==> src/rtl/extint_pkg.sv <==
// Shared definitions for the external interrupt controller.
// Assumes 32-bit register words; the group code sits above the word index.
package extint_pkg;
    localparam int WORD_BITS = 32;
    localparam int GRP_BITS  = 4;

    typedef enum logic [GRP_BITS-1:0] {
        GRP_MASK     = 4'd0,
        GRP_MASK_SET = 4'd1,
        GRP_MASK_CLR = 4'd2,
        GRP_POL      = 4'd3,
        GRP_POL_SET  = 4'd4,
        GRP_POL_CLR  = 4'd5,
        GRP_SENS     = 4'd6,
        GRP_SENS_SET = 4'd7,
        GRP_SENS_CLR = 4'd8,
        GRP_DOM      = 4'd9,
        GRP_DOM_SET  = 4'd10,
        GRP_DOM_CLR  = 4'd11,
        GRP_STAT     = 4'd12,
        GRP_ACK      = 4'd13,
        GRP_SOFT_SET = 4'd14,
        GRP_SOFT_CLR = 4'd15
    } grp_e;
endpackage

==> src/rtl/extint_sync.sv <==
// Two-flop synchronizer for a vector of asynchronous lines.
// Assumes each bit is independent; no multi-bit coherence is required.
module extint_sync #(
    parameter int WIDTH = 64
) (
    input  logic             clk,
    input  logic             rst_n,
    input  logic [WIDTH-1:0] d,
    output logic [WIDTH-1:0] q
);
    logic [WIDTH-1:0] stage1;

    // Purpose: carry each line through two flops before use.
    always_ff @(posedge clk) begin
        if (!rst_n) begin
            stage1 <= '0;
            q      <= '0;
        end else begin
            stage1 <= d;
            q      <= stage1;
        end
    end
endmodule

==> src/rtl/extint_regfile.sv <==
// Per-line control registers with SET/CLR aliases, soft-pending bits,
// acknowledge decode and combinational read mux.
// Assumes NLINES is a multiple of 32 and address = {group, word}.
module extint_regfile
    import extint_pkg::*;
#(
    parameter int NLINES = 64,
    parameter int WORD_W = 1,
    parameter int ADDR_W = 5
) (
    input  logic              clk,
    input  logic              rst_n,
    input  logic              wr_en,
    input  logic [ADDR_W-1:0] wr_addr,
    input  logic [31:0]       wr_data,
    input  logic [ADDR_W-1:0] rd_addr,
    output logic [31:0]       rd_data,
    input  logic [NLINES-1:0] status_q,
    output logic [NLINES-1:0] mask_q,
    output logic [NLINES-1:0] pol_q,
    output logic [NLINES-1:0] sens_q,
    output logic [NLINES-1:0] dom_q,
    output logic [NLINES-1:0] soft_q,
    output logic [NLINES-1:0] ack_vec,
    output logic [NLINES-1:0] soft_set_vec,
    output logic [NLINES-1:0] soft_clr_vec
);
    localparam int NWORDS = NLINES / WORD_BITS;

    grp_e              wr_grp;
    grp_e              rd_grp;
    logic [WORD_W-1:0] wr_word;
    logic [WORD_W-1:0] rd_word;
    logic [NLINES-1:0] wslot;
    logic [NLINES-1:0] rd_vec;
    logic [NLINES-1:0] mask_set, mask_clr, pol_set, pol_clr;
    logic [NLINES-1:0] sens_set, sens_clr, dom_set, dom_clr;

    assign wr_grp  = grp_e'(wr_addr[ADDR_W-1:WORD_W]);
    assign rd_grp  = grp_e'(rd_addr[ADDR_W-1:WORD_W]);
    assign wr_word = wr_addr[WORD_W-1:0];
    assign rd_word = rd_addr[WORD_W-1:0];

    // Purpose: place write data in the addressed word slot of a line-wide vector.
    always_comb begin
        wslot = '0;
        for (int w = 0; w < NWORDS; w++) begin
            if (wr_en && (wr_word == WORD_W'(w)))
                wslot[w*WORD_BITS +: WORD_BITS] = wr_data;
        end
    end

    assign mask_set     = (wr_grp == GRP_MASK_SET) ? wslot : '0;
    assign mask_clr     = (wr_grp == GRP_MASK_CLR) ? wslot : '0;
    assign pol_set      = (wr_grp == GRP_POL_SET)  ? wslot : '0;
    assign pol_clr      = (wr_grp == GRP_POL_CLR)  ? wslot : '0;
    assign sens_set     = (wr_grp == GRP_SENS_SET) ? wslot : '0;
    assign sens_clr     = (wr_grp == GRP_SENS_CLR) ? wslot : '0;
    assign dom_set      = (wr_grp == GRP_DOM_SET)  ? wslot : '0;
    assign dom_clr      = (wr_grp == GRP_DOM_CLR)  ? wslot : '0;
    assign ack_vec      = (wr_grp == GRP_ACK)      ? wslot : '0;
    assign soft_set_vec = (wr_grp == GRP_SOFT_SET) ? wslot : '0;
    assign soft_clr_vec = (wr_grp == GRP_SOFT_CLR) ? wslot : '0;

    // Purpose: update control bits from their SET and CLR aliases.
    always_ff @(posedge clk) begin
        if (!rst_n) begin
            mask_q <= '1;
            pol_q  <= '1;
            sens_q <= '0;
            dom_q  <= '0;
            soft_q <= '0;
        end else begin
            mask_q <= (mask_q | mask_set)     & ~mask_clr;
            pol_q  <= (pol_q  | pol_set)      & ~pol_clr;
            sens_q <= (sens_q | sens_set)     & ~sens_clr;
            dom_q  <= (dom_q  | dom_set)      & ~dom_clr;
            soft_q <= (soft_q | soft_set_vec) & ~soft_clr_vec;
        end
    end

    // Purpose: choose the line-wide vector for the read group.
    always_comb begin
        unique case (rd_grp)
            GRP_MASK, GRP_MASK_SET, GRP_MASK_CLR: rd_vec = mask_q;
            GRP_POL,  GRP_POL_SET,  GRP_POL_CLR:  rd_vec = pol_q;
            GRP_SENS, GRP_SENS_SET, GRP_SENS_CLR: rd_vec = sens_q;
            GRP_DOM,  GRP_DOM_SET,  GRP_DOM_CLR:  rd_vec = dom_q;
            GRP_STAT, GRP_ACK:                    rd_vec = status_q;
            default:                              rd_vec = soft_q;
        endcase
    end

    // Purpose: slice the addressed word out of the selected vector.
    always_comb begin
        rd_data = '0;
        for (int w = 0; w < NWORDS; w++) begin
            if (rd_word == WORD_W'(w))
                rd_data = rd_vec[w*WORD_BITS +: WORD_BITS];
        end
    end
endmodule

==> src/rtl/extint_detect.sv <==
// Per-line event detection: edge latching with acknowledge, or level tracking.
// Assumes inputs are already synchronized; edges are judged on the raw
// synchronized value so a polarity change alone creates no event.
module extint_detect #(
    parameter int NLINES = 64
) (
    input  logic              clk,
    input  logic              rst_n,
    input  logic [NLINES-1:0] line_s,
    input  logic [NLINES-1:0] pol_q,
    input  logic [NLINES-1:0] sens_q,
    input  logic [NLINES-1:0] ack_vec,
    output logic [NLINES-1:0] act_vec,
    output logic [NLINES-1:0] edge_vec,
    output logic [NLINES-1:0] status_q
);
    logic [NLINES-1:0] line_d;

    // Purpose: hold the previous synchronized value for edge detection.
    always_ff @(posedge clk) begin
        if (!rst_n) line_d <= '0;
        else        line_d <= line_s;
    end

    for (genvar i = 0; i < NLINES; i++) begin : g_line
        assign act_vec[i]  = pol_q[i] ? line_s[i] : ~line_s[i];
        assign edge_vec[i] = pol_q[i] ? (line_s[i] & ~line_d[i])
                                      : (~line_s[i] & line_d[i]);

        // Purpose: track level or latch edge, new edge winning over acknowledge.
        always_ff @(posedge clk) begin
            if (!rst_n)          status_q[i] <= 1'b0;
            else if (sens_q[i])  status_q[i] <= act_vec[i];
            else if (edge_vec[i]) status_q[i] <= 1'b1;
            else if (ack_vec[i]) status_q[i] <= 1'b0;
        end
    end
endmodule

==> src/rtl/extint_ctrl.sv <==
// Top of the external interrupt controller: synchronizer, register file,
// event detection and the combined interrupt output.
// Assumes NLINES is a multiple of 32.
module extint_ctrl #(
    parameter int NLINES = 64,
    localparam int NWORDS = NLINES / 32,
    localparam int WORD_W = (NWORDS > 1) ? $clog2(NWORDS) : 1,
    localparam int ADDR_W = 4 + WORD_W
) (
    input  logic              clk,
    input  logic              rst_n,
    input  logic [NLINES-1:0] irq_in,
    input  logic              wr_en,
    input  logic [ADDR_W-1:0] wr_addr,
    input  logic [31:0]       wr_data,
    input  logic [ADDR_W-1:0] rd_addr,
    output logic [31:0]       rd_data,
    output logic              irq_out
);
    logic [NLINES-1:0] line_s;
    logic [NLINES-1:0] mask_q, pol_q, sens_q, dom_q, soft_q;
    logic [NLINES-1:0] ack_vec, soft_set_vec, soft_clr_vec;
    logic [NLINES-1:0] act_vec, edge_vec, status_q;

    extint_sync #(.WIDTH(NLINES)) u_sync (
        .clk(clk), .rst_n(rst_n), .d(irq_in), .q(line_s)
    );

    extint_regfile #(.NLINES(NLINES), .WORD_W(WORD_W), .ADDR_W(ADDR_W)) u_regs (
        .clk(clk), .rst_n(rst_n),
        .wr_en(wr_en), .wr_addr(wr_addr), .wr_data(wr_data),
        .rd_addr(rd_addr), .rd_data(rd_data),
        .status_q(status_q),
        .mask_q(mask_q), .pol_q(pol_q), .sens_q(sens_q), .dom_q(dom_q),
        .soft_q(soft_q), .ack_vec(ack_vec),
        .soft_set_vec(soft_set_vec), .soft_clr_vec(soft_clr_vec)
    );

    extint_detect #(.NLINES(NLINES)) u_detect (
        .clk(clk), .rst_n(rst_n), .line_s(line_s),
        .pol_q(pol_q), .sens_q(sens_q), .ack_vec(ack_vec),
        .act_vec(act_vec), .edge_vec(edge_vec), .status_q(status_q)
    );

    // Purpose: fold every enabled, unmasked pending line into one request.
    assign irq_out = |((status_q | soft_q) & ~mask_q & dom_q);
endmodule

==> config.mk <==
export PLATFORM = sky130hd
export DESIGN_NAME = extint_ctrl
export DESIGN_NICKNAME = d
export VERILOG_FILES = /design/src/rtl/extint_pkg.sv /design/src/rtl/extint_sync.sv /design/src/rtl/extint_regfile.sv /design/src/rtl/extint_detect.sv /design/src/rtl/extint_ctrl.sv
export SDC_FILE = /design/constraint.sdc
export NUM_CORES = 1
export LEC_CHECK = 0
export ABC_AREA = 1
export BUFFER_PORTS_ARGS = -buffer_cell sky130_fd_sc_hd__buf_2
export CAP_MARGIN = 20
export CORE_MARGIN = 1
export CORE_UTILIZATION = 35
export DETAILED_ROUTE_END_ITERATION = 7
export SETUP_SLACK_MARGIN = 0.15
export SLEW_MARGIN = 20
export SYNTH_ARGS = -nofsm -noshare
export SYNTH_HDL_FRONTEND = slang
export SYNTH_SLANG_ARGS = --single-unit
==> constraint.sdc <==
create_clock -name clk -period 4.73 [get_ports clk]
set_clock_uncertainty 0.2 [all_clocks]
set_input_delay 0.473 -clock clk [delete_from_list [all_inputs] [get_ports clk]]
set_output_delay 0.473 -clock clk [all_outputs]
set_load 0.05 [all_outputs]
==> out/qor.csv <==
metric,value,unit
cells on worst reg2reg path,3,
clk_lat worst skew,0.63,ns
FILL cells,7414,
initial antenna violation count,2,
fin nets,4050,
yosys warns,0,
largest family of logic cells by synthesized area,simple AND/OR/NAND/NOR gates,
max-cap violations,0,
Synth Register Bits,576,
Synth Area in Simple Gates,0.259,
H-Tree Depth,2,
HP Class,in -> reg,
Total GRT Usage,0.229,
RSZ-0062 raised after global routing,no,
CTS tree,done,
Core ar.,71500,um2
proportion of synthesized area in mux cells,0,
pins over their slew limit,0,
Syn Std Cell Area,25300,um2
Worst Setup EP,rd_data[6],
outcome,completed,
largest net degree at the start of global routing,125,
Routed WL,86.5,mm
Routability Congestion,0.855,
slew at the pin with the worst max-slew slack,1.14,ns
TritonCTS Buffers,60,
routed via count,24845,
# rows,98,
Critical Path End Type,output port,
"Seq/Total Area, Yosys",0.456,
Synth Area in XOR/XNOR,0,
die area,73400,um2
crit path max fanout,23,
DP HPWL,51.6,mm
Placed Cells,4765,
Initial DRC Count,2261,
Die Ht,271,um
Clock Pin Slew Worst Setup and Hold Paths,0.06,ns
first-pass GRT wire length,132,mm
# IOs,142,
diodes inserted,0,
adder-cell share of the synthesized area,0,
Critical Path RT,4.06,ns
Final setup viols,0,
drt first pass iters,6,
leakage,13.6,nW
r2r setup slk,3.65,ns
Final ANT Viol Nets,0,
Netlist cell types,20,
Cells after Synth,3811,
vias in the first global route,22143,
Area Growth Syn to Fin,17.2,%
DRC viols,0,
Via density,5.03,
final hold vios,0,
fraction of layout cells with a size suffix above 1,0.0767,
PortBufs,141,
final setup TNS,0,ns
maximum clock path buffer count,3,
Worst R2R Start,u_sync.q[47],
chip width,271,um
non-filler cells in the finished layout,4939,
Worst VDD drop,0.000269,V
"Net Count, Synth",3920,
achievable frequency,291,MHz
CP startpoint kind,primary input,
Starting Density,0.354,
# resized after CTS,0,
syn avg cell area,6.64,um2
Compound-Gate Fraction of Synth Area,0.185,
power density cells,369,nW/um2
fin crit share,0.728,
total congestion overflow,0,
Crit Reg-Reg Endpoint,u_detect.status_q[47],
critical path class,in -> out,
CTS Root Cell,clkbuf_16,
max_slew headroom,0.237,
Final min period,3.44,ns
CP arrival,2.77,ns
wire per inst,17.5,um
CTS Sinks,576,
worst setup path start,rd_addr[2],
[placed cells by master (no fill, tap or decap), drive strengths merged]
cell type	n
buf	186
a21oi	210
nand2	944
a31oi	64
o211ai	30
o21ai	508
clkbuf	85
dfxtp	576
bufinv	5
clkinvlp	3
inv	477
clkinv	20
o21bai	8
nor2	576
dlygate4sd3	64
nand3	166
nor3	2
o22ai	65
[timing repair]
item,CTS,global route
buffers inserted,0,0
hold buffers,64,0
endpoints found under the hold margin,64,0
[registers in the layout, summed over array words and instances, names as in the netlist]
| name | count |
|---|---|
| u_regs.sens_q | 64 |
| u_regs.mask_q | 64 |
| u_regs.pol_q | 64 |
| u_regs.dom_q | 64 |
| u_regs.soft_q | 64 |
| u_detect.status_q | 64 |
| u_detect.line_d | 64 |
| u_sync.stage1 | 64 |
| u_sync.q | 64 |
[report_power, final]
part,switching (W),internal (W)
Clock,0.00203,0.00281
Sequential,0.0000781,0.00497
Combinational,0.000756,0.000299
[how the worst min path moves through the flow]
stage	to	cells after the start	startpoint
2_1_floorplan	u_sync.q[0]	2	u_sync.stage1[0]
3_3_place_gp	u_sync.q[63]	2	u_sync.stage1[63]
3_5_place_dp	u_sync.q[22]	2	u_sync.stage1[22]
4_1_cts	u_regs.dom_q[40]	5	wr_data[8]
5_1_grt	u_regs.dom_q[40]	5	wr_data[8]
6_report	u_regs.dom_q[40]	5	wr_data[8]
[critical path, stage by stage]
cell      delay [ns]
buf_2           0.51
nand2_1         0.17
nand2_2         0.50
buf_12          0.26
o211ai_1        0.10
o21ai_0         0.33
nand2_1         0.15
buf_2           0.24
[through the flow]
step,total power (W),instance area (um2),setup WS [ns],util,hold slack [ns]
finish,0.0109,29700,1.29,0.415,0.0669
global route,0.0113,29700,1.17,0.415,0.0809
CTS,0.0110,29700,1.34,0.415,0.0291
detailed placement,0.00615,27000,1.35,0.378,0.196
global placement,0.00615,27000,1.38,0.378,0.195
floorplan,0.00576,25300,2.00,-,0.190
[logic make-up (layout without fill, tap and decap cells)]
family                 Yosys count  count (layout)
buffers and inverters          662             840
AND/OR/NAND/NOR               1688            1688
flip-flops                     576             576
AO/OA/AOI/OAI                  885             885
[cell type report]
| cell class | instances | area (um2) | area share |
|---|---|---|---|
| clock buffer | 85 | 1740 | 0.0585 |
| clock inverter | 25 | 262 | 0.00881 |
| inverter | 480 | 1800 | 0.0608 |
| multi-input combinational | 2573 | 11400 | 0.383 |
| sequential | 576 | 11500 | 0.389 |
| tap | 950 | 1190 | 0.0401 |
| timing repair buffer | 250 | 1790 | 0.0605 |
[synth_stat cells]
master,count,share of area
o211ai_1,30,0.0089
inv_1,474,0.070
dfxtp_1,576,0.46
nand3_1,166,0.033
inv_2,4,0.00059
o21ai_0,484,0.096
clkbuf_1,142,0.021
o21ai_2,1,0.00035
buf_2,39,0.0077
nor2_1,575,0.085
nor3_2,2,0.00079
buf_1,1,0.00015
o21ai_1,23,0.0045
o21bai_1,8,0.0024
nor2_2,1,0.00025
a31oi_1,64,0.016
clkinv_1,2,0.00030
o22ai_1,65,0.016
nand2_1,944,0.14
a21oi_1,210,0.042
[per-layer routing]
layer	global-route usage	wire length, um	up-vias
li1	-	-	12392
met1	0.323	40100	11399
met2	0.355	37600	917
met3	0.0386	6520	133
met4	0.0690	2210	4
met5	0	37	-
No activity file was read; power rests on OpenSTA's default activity.
